`src/rtl/i2cs_pkg.sv`:
```
package i2cs_pkg;
  typedef enum logic [2:0] {
    S_IDLE, S_RX, S_RX_ACK, S_TX, S_TX_ACK, S_IGNORE
  } slv_state_t;

  typedef enum logic [1:0] {
    K_ADDR, K_WRITE, K_GCALL, K_READ
  } byte_kind_t;

  typedef struct packed {
    logic       single;
    logic [1:0] rate;
    logic [1:0] gain;
  } cfg_t;

  localparam logic [3:0] ADDR_PREFIX  = 4'b1001;
  localparam logic [4:0] HS_PREFIX    = 5'b00001;
  localparam logic [7:0] GC_RESET_CMD = 8'h06;
  localparam logic [7:0] GC_NOP_CMD   = 8'h04;
  localparam cfg_t       CFG_RESET    = '{single: 1'b0, rate: 2'b11, gain: 2'b00};
endpackage

```
`src/rtl/i2cs_sync.sv`:
```
module i2cs_sync #(
  parameter int STAGES = 2
) (
  input  logic clk,
  input  logic rst,
  input  logic d,
  output logic q
);
  logic [STAGES-1:0] chain;

  generate
    if (STAGES == 1) begin : g_one
      always_ff @(posedge clk) begin
        if (rst) chain <= '1;
        else     chain <= d;
      end
    end else begin : g_many
      always_ff @(posedge clk) begin
        if (rst) chain <= '1;
        else     chain <= {chain[STAGES-2:0], d};
      end
    end
  endgenerate

  assign q = chain[STAGES-1];
endmodule

```
`src/rtl/i2cs_bus_events.sv`:
```
module i2cs_bus_events #(
  parameter int SYNC_STAGES = 2
) (
  input  logic clk,
  input  logic rst,
  input  logic scl_raw,
  input  logic sda_raw,
  output logic sda_s,
  output logic scl_rise,
  output logic scl_fall,
  output logic start_evt,
  output logic stop_evt
);
  logic scl_s, scl_q, sda_q;

  i2cs_sync #(.STAGES(SYNC_STAGES)) u_scl (.clk(clk), .rst(rst), .d(scl_raw), .q(scl_s));
  i2cs_sync #(.STAGES(SYNC_STAGES)) u_sda (.clk(clk), .rst(rst), .d(sda_raw), .q(sda_s));

  always_ff @(posedge clk) begin
    if (rst) begin
      scl_q <= 1'b1;
      sda_q <= 1'b1;
    end else begin
      scl_q <= scl_s;
      sda_q <= sda_s;
    end
  end

  // data edges while the clock stays high are bus conditions
  assign scl_rise  =  scl_s & ~scl_q;
  assign scl_fall  = ~scl_s &  scl_q;
  assign start_evt =  scl_s &  scl_q &  sda_q & ~sda_s;
  assign stop_evt  =  scl_s &  scl_q & ~sda_q &  sda_s;
endmodule

```
`src/rtl/i2cs_cfg_reg.sv`:
```
module i2cs_cfg_reg
  import i2cs_pkg::*;
(
  input  logic       clk,
  input  logic       rst,
  input  logic       wr_en,
  input  logic       wr_go,
  input  logic [4:0] wr_fields,
  input  logic       gc_req,
  input  logic       busy_i,
  output cfg_t       cfg,
  output logic       start_pulse,
  output logic [7:0] rd_byte
);
  always_ff @(posedge clk) begin
    if (rst || gc_req) begin
      cfg         <= CFG_RESET;
      start_pulse <= 1'b0;
    end else if (wr_en) begin
      cfg         <= cfg_t'(wr_fields);
      start_pulse <= wr_go & wr_fields[4] & ~busy_i;
    end else begin
      start_pulse <= 1'b0;
    end
  end

  // status bit reads 1 in continuous mode
  assign rd_byte = {(cfg.single ? busy_i : 1'b1), 2'b00, cfg};
endmodule

```
`src/rtl/i2c_cnv_slave.sv`:
```
module i2c_cnv_slave
  import i2cs_pkg::*;
#(
  parameter logic [2:0] ADDR_LO     = 3'b000,
  parameter int         SYNC_STAGES = 2,
  parameter int         RES_W       = 16
) (
  input  logic             clk,
  input  logic             rst,
  input  logic             scl_i,
  input  logic             sda_i,
  output logic             sda_oe,
  input  logic [RES_W-1:0] result_i,
  input  logic             busy_i,
  output logic             cfg_single,
  output logic [1:0]       cfg_rate,
  output logic [1:0]       cfg_gain,
  output logic             cfg_start,
  output logic             gc_reset,
  output logic             hs_mode
);
  localparam int RES_BYTES = RES_W / 8;
  localparam int IDX_W     = $clog2(RES_BYTES + 2);
  localparam int REPLY_N   = 2 ** IDX_W;
  localparam logic [IDX_W-1:0] IDX_MAX = IDX_W'(RES_BYTES + 1);
  localparam logic [6:0] MY_ADDR = {ADDR_PREFIX, ADDR_LO};

  logic sda_s, scl_rise, scl_fall, start_evt, stop_evt;

  i2cs_bus_events #(.SYNC_STAGES(SYNC_STAGES)) u_ev (
    .clk(clk), .rst(rst), .scl_raw(scl_i), .sda_raw(sda_i),
    .sda_s(sda_s), .scl_rise(scl_rise), .scl_fall(scl_fall),
    .start_evt(start_evt), .stop_evt(stop_evt)
  );

  slv_state_t       state, rx_next;
  byte_kind_t       kind;
  logic [3:0]       bitcnt;
  logic [7:0]       shreg, txb;
  logic [IDX_W-1:0] byte_idx;
  logic [RES_W-1:0] res_q;
  logic             oe_q, hs_q, gc_q, master_ack;

  cfg_t       cfg;
  logic [7:0] cfg_rd;

  // Decision made on the falling edge that ends the eighth received bit
  logic       byte_done, ack_now, wr_stb, gc_stb, hs_set;
  slv_state_t nxt_state;
  byte_kind_t nxt_kind;

  always_comb begin
    byte_done = (state == S_RX) && scl_fall && (bitcnt == 4'd8);
    ack_now   = 1'b0;
    nxt_state = S_IGNORE;
    nxt_kind  = kind;
    hs_set    = 1'b0;
    unique case (kind)
      K_ADDR: begin
        if (shreg[7:3] == HS_PREFIX) begin
          hs_set = 1'b1;
        end else if (shreg[7:1] == MY_ADDR) begin
          ack_now   = 1'b1;
          nxt_state = shreg[0] ? S_TX : S_RX;
          nxt_kind  = shreg[0] ? K_READ : K_WRITE;
        end else if (shreg == 8'h00) begin
          ack_now   = 1'b1;
          nxt_state = S_RX;
          nxt_kind  = K_GCALL;
        end
      end
      K_WRITE: begin
        ack_now   = (byte_idx == '0);
        nxt_state = S_RX;
      end
      K_GCALL: begin
        ack_now   = (shreg == GC_RESET_CMD) || (shreg == GC_NOP_CMD);
        nxt_state = S_RX;
      end
      default: ;
    endcase
    hs_set = hs_set && byte_done;
    wr_stb = byte_done && (kind == K_WRITE) && (byte_idx == '0);
    gc_stb = byte_done && (kind == K_GCALL) && (shreg == GC_RESET_CMD);
  end

  i2cs_cfg_reg u_cfg (
    .clk(clk), .rst(rst), .wr_en(wr_stb), .wr_go(shreg[7]),
    .wr_fields(shreg[4:0]), .gc_req(gc_stb), .busy_i(busy_i),
    .cfg(cfg), .start_pulse(cfg_start), .rd_byte(cfg_rd)
  );

  // reply table, result bytes MSB first, then config, then FFH
  logic [7:0] reply [REPLY_N];
  genvar g;
  generate
    for (g = 0; g < REPLY_N; g++) begin : g_reply
      if (g < RES_BYTES) begin : g_res
        assign reply[g] = res_q[RES_W-1-8*g -: 8];
      end else if (g == RES_BYTES) begin : g_cfg
        assign reply[g] = cfg_rd;
      end else begin : g_pad
        assign reply[g] = 8'hFF;
      end
    end
  endgenerate

  logic [7:0] first_byte;
  assign first_byte = result_i[RES_W-1 -: 8];

  always_ff @(posedge clk) begin
    if (rst) begin
      state      <= S_IDLE;
      rx_next    <= S_IDLE;
      kind       <= K_ADDR;
      bitcnt     <= '0;
      shreg      <= '0;
      txb        <= '1;
      byte_idx   <= '0;
      res_q      <= '0;
      oe_q       <= 1'b0;
      hs_q       <= 1'b0;
      gc_q       <= 1'b0;
      master_ack <= 1'b0;
    end else begin
      gc_q <= gc_stb;
      if (stop_evt) begin
        state <= S_IDLE;
        oe_q  <= 1'b0;
        hs_q  <= 1'b0;
      end else if (start_evt) begin
        state    <= S_RX;
        kind     <= K_ADDR;
        bitcnt   <= '0;
        byte_idx <= '0;
        oe_q     <= 1'b0;
      end else begin
        unique case (state)
          S_RX: begin
            if (scl_rise) begin
              shreg  <= {shreg[6:0], sda_s};
              bitcnt <= bitcnt + 4'd1;
            end else if (byte_done) begin
              oe_q    <= ack_now;
              state   <= S_RX_ACK;
              rx_next <= nxt_state;
              kind    <= nxt_kind;
              if (hs_set) hs_q <= 1'b1;
              if (kind == K_WRITE && byte_idx != IDX_MAX)
                byte_idx <= byte_idx + 1'b1;
            end
          end
          S_RX_ACK: begin
            if (scl_fall) begin
              bitcnt <= '0;
              state  <= rx_next;
              if (rx_next == S_TX) begin       // capture whole word
                res_q    <= result_i;
                txb      <= first_byte;
                oe_q     <= ~first_byte[7];
                byte_idx <= IDX_W'(1);
              end else begin
                oe_q <= 1'b0;
              end
            end
          end
          S_TX: begin
            if (scl_rise) begin
              bitcnt <= bitcnt + 4'd1;
            end else if (scl_fall) begin
              if (bitcnt == 4'd8) begin
                oe_q  <= 1'b0;
                state <= S_TX_ACK;
              end else begin
                oe_q <= ~txb[6];
                txb  <= {txb[6:0], 1'b1};
              end
            end
          end
          S_TX_ACK: begin
            if (scl_rise) begin
              master_ack <= ~sda_s;
            end else if (scl_fall) begin
              if (master_ack) begin
                txb    <= reply[byte_idx];
                oe_q   <= ~reply[byte_idx][7];
                bitcnt <= '0;
                state  <= S_TX;
                if (byte_idx != IDX_MAX) byte_idx <= byte_idx + 1'b1;
              end else begin
                state <= S_IGNORE;
              end
            end
          end
          default: ;
        endcase
      end
    end
  end

  assign sda_oe     = oe_q;
  assign hs_mode    = hs_q;
  assign gc_reset   = gc_q;
  assign cfg_single = cfg.single;
  assign cfg_rate   = cfg.rate;
  assign cfg_gain   = cfg.gain;
endmodule

```
`config.mk`:
```
export PLATFORM = sky130hd
export DESIGN_NAME = i2c_cnv_slave
export DESIGN_NICKNAME = d
export VERILOG_FILES = /design/src/rtl/i2cs_pkg.sv /design/src/rtl/i2cs_sync.sv /design/src/rtl/i2cs_bus_events.sv /design/src/rtl/i2cs_cfg_reg.sv /design/src/rtl/i2c_cnv_slave.sv
export SDC_FILE = /design/constraint.sdc
export NUM_CORES = 1
export LEC_CHECK = 0
export ABC_CLOCK_PERIOD_IN_PS = 1600
export BUFFER_PORTS_ARGS = -buffer_cell sky130_fd_sc_hd__buf_4
export CORE_ASPECT_RATIO = 0.9
export CORE_MARGIN = 2
export CORE_UTILIZATION = 35
export DETAILED_ROUTE_END_ITERATION = 12
export PLACE_DENSITY = 0.56
export SYNTH_ARGS = -nofsm -noshare
export SYNTH_HDL_FRONTEND = slang
export SYNTH_SLANG_ARGS = --single-unit
export TNS_END_PERCENT = 30
```
`constraint.sdc`:
```
create_clock -name clk -period 1.6 [get_ports clk]
set_clock_uncertainty 0.05 [all_clocks]
set_input_delay 0.32 -clock clk [delete_from_list [all_inputs] [get_ports clk]]
set_output_delay 0.32 -clock clk [all_outputs]
set_load 0.05 [all_outputs]
```
---- Word level (Yosys, flattened, before mapping) ----
Cells that the tools add are included.
cells by class
  add/subtract/negate cells ............... 2
  order comparisons ....................... 1
  eq/ne operators ......................... 39
  multiplexer cells ....................... 73
  bitwise operators ....................... 22
  reduce and logical (&&, ||, !) cells .... 39
operators by type and width
  kind                                                 count
  two-way mux 7 bit                                    8
  two-way mux 2 bit                                    20
  two-way mux 3 bit                                    12
  inequality test 3 bit, second input constant         11
  AND reduction 9 bit                                  3
  inequality test 2 bit, second input constant         13
  two-way mux 4 bit                                    6
  AND reduction 11 bit                                 2
  case mux 7 bit (3 select lines)                      1
  two-way mux 1 bit                                    17
  binary-select mux 8 bit (select 2 bit)               1
  equality test 8 x 3 -> 1 bit, second input constant  2
  two-way mux 8 bit                                    2
  AND reduction 5 bit                                  3
  AND reduction 7 bit                                  2
  inverter 1 bit                                       12
  case mux 3 bit (4 select lines)                      1
  case mux 4 bit (3 select lines)                      1
  nonzero test 4 bit                                   3
  bitwise AND 1 bit                                    9
  equality test 3 x 2 -> 1 bit, second input constant  3
  logical AND 1 bit                                    8
  logical NOT 8 bit                                    1
  AND reduction 4 bit                                  2
  other kinds (25)                                     33
word-level totals
  register bits ........................... 61
  input bits .............................. 21
  output and inout port bits .............. 9
  word-level logic and storage cells ...... 197

---- Depth between registers and ports, before layout ----
Gate-level depths: netlist of run 1.
  word-level depth ........................ 9
  gate-level depth with buffers ........... 8
  mapped depth without buffers ............ 7

---- Hierarchy ----
From an unflattened synthesis of run 1, not the netlist that was laid out.
unflattened totals
  cell total of the unflattened synthesis .. 369
  area, all modules ....................... 3254.4 sq um
modules (own cells, without submodules)
  module           times used  cells each  area each (sq um)  sequential area each (sq um)
  i2c_cnv_slave    1           324         2780.2             980.9
  i2cs_cfg_reg     1           29          284.0              120.1
  i2cs_sync        2           4           52.6               40.0
  i2cs_bus_events  1           8           85.1               40.0

---- Worst setup path before layout of run 1 ----
Ideal clock, no wire load.
  path type ............................... reg-to-reg
  start ................................... reg state[0]
  end ..................................... reg txb[0]
  library setup time ...................... 0.072 ns
  arrival ................................. 1.482 ns
  required time ........................... 1.478 ns
  slack ................................... -0.003 ns
  stages on the path, launching flop included .. 7
  buffers on the path ..................... 1
  period minus slack after synthesis ...... 1.603 ns
  cells stage by stage .................... dfxtp_1 > buf_2 > nor3b_1 > a22o_2 > a21oi_2 > nand2_4 > mux2i_1
between the ends
  longest elaborated chain between the ends .. 3
  elaborated cells between the ends (all ways) .. 14
ends and longest elaborated chain
  element                                                                              RTL line              text
  from (decl)                                                                          i2c_cnv_slave.sv:36   slv_state_t state, rx_next;
  from (signal assigned)                                                               i2c_cnv_slave.sv:156  state <= rx_next;
  equality test 3 x 2 -> 1 bit / equality test 3 bit (equally long branches)           i2c_cnv_slave.sv:138  unique case (state)
  inequality test 2 bit (no source line) / nonzero test 3 bit (equally long branches)  n/a
  AND reduction 11 bit (no source line)                                                n/a
  to (signal assigned)                                                                 i2c_cnv_slave.sv:159  txb <= first_byte;
  to (signal assigned)                                                                 i2c_cnv_slave.sv:176  txb <= {txb[6:0], 1'b1};
  to (signal assigned)                                                                 i2c_cnv_slave.sv:185  txb <= reply[byte_idx];
  to (decl)                                                                            i2c_cnv_slave.sv:39   logic [7:0] shreg, txb;
Parallel ways exist; a longest one is shown, timed or not.
A chain may end at the register's enable or synchronous reset.

---- Worst setup path after layout of run 1 ----
  start ................................... reg bitcnt[0]
  end ..................................... reg state[0]
between the ends
  longest elaborated chain between the ends .. 4
  elaborated cells between the ends (all ways) .. 5
ends and longest elaborated chain
  element                                   RTL line                                   text
  from (decl)                               i2c_cnv_slave.sv:38                        logic [3:0] bitcnt;
  from (signal assigned)                    i2c_cnv_slave.sv:142                       bitcnt <= bitcnt + 4'd1;
  from (signal assigned)                    i2c_cnv_slave.sv:169                       bitcnt <= bitcnt + 4'd1;
  equality test 4 bit (*)                   i2c_cnv_slave.sv:53, i2c_cnv_slave.sv:171
  logical AND 1 bit                         i2c_cnv_slave.sv:53                        byte_done = (state == S_RX) && scl_fall && (bitcnt == 4'd8);
  inequality test 3 bit (no source line)    n/a
  AND reduction 9 bit (no source line) (*)  n/a
Every way passes the cells marked *; elsewhere a longest branch is shown, timed or not.

==> out/metrics.yaml, run 1 <==
layout:
  drive_gt1_share_pct: 43.0
  fin_nets: 510
  syn_to_final_growth_pct: 48.1
  num_antenna_cells: 0
logic_synthesis:
  synthesis.instances: 381
  synth_fa_ha_area_share_pct: 3.14
  ys_ff_latch: 61
  synth_area_per_cell_sq_um: 8.38
  synth-warning-count: 0
  synth_edf_count: 0
  syn_nets: 410
  synth-simple-area-share_pct: 25.1
  yosys.cell_count.top_type: "dfxtp_1"
  netlist.top_cell.by_area: "dfxtp_1"
  yosysSeqAreaShare_pct: 38.3
  synth_top_area_share_pct: 38.3
  ys_types: 58
  synth_common_cells: "dfxtp_1 (61), nor2_1 (48), a21oi_1 (40)"
  syn_area_sq_um: 3190
  muxShareOfSynthArea_pct: 9.64
  synth_compound_area_share_pct: 18.7
  synth_flop_cell: "dfxtp_1"
  synth_xor_area_share_pct: 0.549
  synth_top_family_by_area: "simple AND/OR/NAND/NOR gates"
  synthTopCellsByArea: "dfxtp_1 (38%), mux2i_1 (7.5%), a21oi_1 (6.3%)"
  synth-async-reset-ratio_pct: 0
timing:
  drv_slew: 0
  fmax_mhz: 590
  timing.final.crit_share_pct: 106
  timing.final.ws_setup_ps: -93.9
  hold_slack_ps: 104
  hold_viol: 0
  tightest_slew_ps: 324
  min_period_ps: 1690
  setup_viol: 26
  relSlewSlack_pct: 78.4
  rsz0062_at_grt: "yes"
placement:
  gp_congestion: 0.808
  hpwlAfterDp_um: 6560
  place_ws_ps: -121
  port_buffers: 29
die:
  dieHeight_um: 94.6
  fp.dieArea_sq_um: 9900
  ios: 30
  rows: 33
  die_x_um: 105
  start_util_pct: 35.5
  core_region_area_sq_um: 9000
clock_tree:
  cts_buffers: 9
  ctsLongestPathBuffers: 2
  root_buffer: "clkbuf_8"
  cts_sinks: 61
  cts_max_level: 3
  cts_tree: "done"
  path_clk_slew_ps: 70
  clk_latency_ps: 350
min_path:
  hp-class: "input pin to flop"
setup_path:
  r2r_setup_slack_ps: -90
  cp-end-kind: "flop"
  worstPathMaxFanout: 2
  arrival_ps: 1860
  crit_required_ps: 1760
  crit_path_start_kind: "flop"
  crit_family: "simple AND/OR/NAND/NOR gates"
  path_buf_inv: 2
  slowest_stage: "or3_4"
  critPathMaxStageDelay_ps: 350
  path_cells: "inv_2 -> ha_4 -> nand3b_1 -> a22oi_2 -> buf_4 -> or3_4 -> a31oi_4 -> a311oi_2"
  crit_type: "flop to flop"
global_routing:
  grt_max_degree: 35
  grt_pass1_vias: 2823
  grt_pass1_wl_um: 14500
  overflow: 0
  grt.total_usage_pct: 18.6
  grt_antenna_before_repair: 0
route:
  drtAntennaViolNets: 0
  post_drt_via_cell_ratio: 5.30
  detail_route.first_pass.iterations: 4
  drcViolationCount: 0
  first_iter_violations: 151
  drt_wl_total_um: 9550
  wl_per_cell_um: 15.7
  vias: 3220
power_and_ir_drop:
  p_total_w: 0.00357
  p_leak_nw: 1.99
  vdd_drop_max_mv: 0.494
  power_per_cell_area_nw_per_um2: 756
run_status:
  status: "finished with violations"
  violations: "negative setup slack"
flow_run:
  cap_violations: 0
[final cells by class]
type	count	area (sq um)
Clock inverter	3	42.5
Multi-Input combinational cell	289	2140
Clock buffer	13	169
Inverter	7	26.3
Tap cell	122	153
Sequential cell	61	1240
Timing Repair Buffer	113	955
Fill cell	846	4270
[cells in the final DEF (no fill, tap or decap), types with 6 or more instances in the layout]
master | Yosys | final
a21oi_1 | 40 | 35
a21oi_2 | 2 | 6
buf_4 | 3 | 96
buf_6 | 1 | 11
clkbuf_8 | 0 | 12
dfxtp_1 | 61 | 53
ha_1 | 8 | 7
mux2_2 | 6 | 6
mux2i_1 | 24 | 24
nand2_1 | 25 | 24
nand3_1 | 14 | 13
nand3b_1 | 7 | 7
nor2_1 | 48 | 45
nor3_1 | 8 | 6
o21ai_1 | 0 | 10
o22ai_1 | 12 | 6
or2_2 | 6 | 6
[power breakdown]
group | switching (W) | internal, W | total [W]
Combinational | 0.000269 | 0.000285 | 0.000554
Sequential | 0.0000142 | 0.00153 | 0.00154
Clock | 0.000629 | 0.000845 | 0.00147
Total | 0.000912 | 0.00266 | 0.00357
[per-layer routing]
| metal | GRT usage [%] | share of wire [%] | vias to the layer above |
|---|---|---|---|
| met3 | 4.14 | 4.2 | 9 |
| li1 | - | - | 1588 |
| met2 | 28.5 | 45 | 60 |
| met5 | 0 | 0 | - |
| met4 | 5.33 | 0.97 | 0 |
| met1 | 26.4 | 50 | 1563 |
[worst paths after layout]
path	from	end	cells after the start
worst max-delay path	bitcnt[0]	state[0]	8
worst min-delay path	sda_i	u_ev.u_sda.chain[0]	2
worst max register to register	bitcnt[0]	state[0]	8
worst min register to register	u_ev.u_sda.chain[0]	u_ev.u_sda.chain[1]	1
[sequential cells by signal (all words and copies together) (netlist names), 3 cells and up]
signal	flops
txb	7
bitcnt	4
state	3
rx_next	3
u_cfg.cfg	5
res_q	16
shreg	8
[per-stage QoR]
step / instance area, sq um / instances / util [%] / TNS, ps
final: 4730 / 608 / 52.5 / -1370
after detailed placement: 4010 / 578 / 44.5 / -2270
after global routing: 4730 / 608 / 52.5 / -3300
after floorplan: 3190 / 381 / - / -22.1
after global placement: 4010 / 578 / 44.5 / -2010
after CTS: 4370 / 602 / 48.6 / -116
[logic make-up after synthesis]
family / Yosys count
mux: 30
compound gates: 98
flops: 61
buf+inv: 31
xor+xnor: 2
simple gates: 151
fa+ha+maj: 8
[repair_timing]
item | CTS | global route
hold buffers | 0 | 0
endpoints found under the setup margin | 40 | 51
gates resized for setup | 28 | 79
gates cloned | 0 | 1
pin swaps | 8 | 18
buffers inserted | 9 | 5
Power figures use the tool's default switching activity.
==> inputs of run 2 (changes only) <==
Settings changed: REMOVE_ABC_BUFFERS set to 1.
==> out/metrics.yaml, run 2 (synthesized netlist as in run 1, its figures left out) <==
run_status:
  status: "finished with violations"
  violations: "negative setup slack"
die:
  dieHeight_um: 94.6  # unchanged
  core_region_area_sq_um: 9000  # unchanged
  die_x_um: 105  # unchanged
  rows: 33  # unchanged
  start_util_pct: 35.5  # unchanged
  ios: 30  # unchanged
  fp.dieArea_sq_um: 9900  # unchanged
clock_tree:
  cts_sinks: 61  # unchanged
  ctsLongestPathBuffers: 2  # unchanged
  root_buffer: "clkbuf_8"
  cts_max_level: 3  # unchanged
  cts_buffers: 9  # unchanged
  clk_latency_ps: 350  # about the same
  cts_tree: "done"
  path_clk_slew_ps: 80  # about the same
placement:
  port_buffers: 29  # unchanged
  hpwlAfterDp_um: 6590  # +0.46%
  gp_congestion: 0.925  # +15%
layout:
  final_cell_mix: "buf_4 (99), dfxtp_1 (54), nor2_1 (45)"
  largest_register: "res_q"
  num_antenna_cells: 0  # unchanged
  fin_nets: 505  # -0.98%
  reg.largest.list: "res_q (16), shreg (8), txb (7)"
  mostFrequentLayoutCell: "buf_4"
  syn_to_final_growth_pct: 41.4
  largest_register_ffs: 16  # unchanged
  drive_gt1_share_pct: 38.9  # -4.1 points
route:
  drtAntennaViolNets: 0  # unchanged
  drcViolationCount: 0  # unchanged
  drt_wl_total_um: 9020  # -5.6%
  wl_per_cell_um: 15.0  # -4.8%
  vias: 3033  # -5.8%
  first_iter_violations: 75  # -50%
  detail_route.first_pass.iterations: 4  # unchanged
  post_drt_via_cell_ratio: 5.03  # -5.0%
power_and_ir_drop:
  power_per_cell_area_nw_per_um2: 759  # +0.42%
  p_leak_nw: 1.89  # -4.8%
  vdd_drop_max_mv: 0.561  # +14%
  p_total_w: 0.00342  # -4.1%
setup_path:
  crit_family: "simple AND/OR/NAND/NOR gates"
  critPathMaxStageDelay_ps: 430  # +80 ps
  path_cells: "buf_4 -> or3b_4 -> buf_4 -> or3_1 -> a21oi_1"
  slowest_stage: "or3b_4"
  crit_type: "flop to flop"
  cp_common_cell: "buf_4"
  path_buf_inv: 2  # unchanged
  cp.depth: 5  # -3
  crit_path_start_kind: "flop"
  worstPathMaxFanout: 6  # +4
  arrival_ps: 1920  # +60 ps
  r2r_cells: 5  # -3
  crit_required_ps: 1830  # +70 ps
  cp-end-kind: "flop"
timing:
  relSlewSlack_pct: 76.9  # -1.5 points
  timing.final.ws_setup_ps: -93.0  # +0.920 ps
  min_period_ps: 1690  # -0.920 ps
  hold_slack_ps: 97.3  # -7.06 ps
  tightest_slew_ps: 344  # +20.1 ps
  fmax_mhz: 591  # about the same
  hold_viol: 0  # unchanged
  drv_slew: 0  # unchanged
  setup_viol: 11  # -58%
  finalSetupTns_ps: -402  # +963 ps
  rsz0062_at_grt: "yes"
  timing.final.crit_share_pct: 106  # about the same
global_routing:
  grt_pass1_wl_um: 14600  # +0.86%
  overflow: 0  # unchanged
  grt_max_degree: 23  # -34%
  grt_pass1_vias: 2916  # +3.3%
  grt.total_usage_pct: 18.8  # +0.17 points
  grt_antenna_before_repair: 0  # unchanged
min_path:
  hp-class: "input pin to flop"
  hold_depth: 2  # unchanged
flow_run:
  cap_violations: 0  # unchanged
==> run 2: changes by cell type in the layout (fill, tap and decap cells not counted), sizes merged <==
cell / before / now
buf: 112 / 108
clkbuf: 14 / 9
clkinv: 1 / 2
clkinvlp: 1 / 2
inv: 7 / 9
==> run 2: path summary, 6_finish.rpt <==
path | start | to | slack [ps]
setup / recovery | state[1] | master_ack | -90
hold / removal | scl_i | u_ev.u_scl.chain[0] | 100
setup reg to reg | state[1] | master_ack | -90
hold reg to reg | u_ev.u_scl.chain[0] | u_ev.u_scl.chain[1] | 360
==> run 2: timing repair <==
item / CTS / global route
pin swaps: 9 / 10
gates resized for setup: 28 / 39
endpoints found under the setup margin: 41 / 53
setup buffers: 5 / 3
hold buffers: 0 / 0
gates cloned: 0 / 0
==> run 2: cell type report <==
| type | count | area [sq um] |
|---|---|---|
| Timing Repair Buffer | 108 | 880 |
| Multi-Input combinational cell | 289 | 2020 |
| Clock inverter | 7 | 72.6 |
| Sequential cell | 61 | 1230 |
| Inverter | 7 | 26.3 |
| Clock buffer | 9 | 124 |
| Fill cell | 908 | 4490 |
| Tap cell | 122 | 153 |
==> run 2: metrics by stage <==
step / utilization (%) / cells / setup WS (ps) / area, sq um
after global routing: 50.1 / 603 / -155 / 4510
after global placement: 44.6 / 579 / -99.2 / 4010
after detailed placement: 44.6 / 579 / -140 / 4010
after floorplan: - / 357 / -775 / 3070
final: 50.1 / 603 / -93.0 / 4510
after CTS: 48.2 / 600 / -79.9 / 4340
==> run 2: power breakdown <==
part	internal, W	total, W	switching, W
Clock	0.000723	0.00141	0.000682
Combinational	0.000236	0.000476	0.000240
Sequential	0.00153	0.00154	0.0000127
==> run 2: per-layer routing <==
| layer | track usage [%] | up-vias | routed length [um] |
|---|---|---|---|
| met5 | 0 | - | 0 |
| li1 | - | 1568 | - |
| met4 | 5.56 | 0 | 103 |
| met1 | 24.5 | 1420 | 4480 |
| met2 | 30.7 | 38 | 4200 |
| met3 | 5.11 | 7 | 238 |
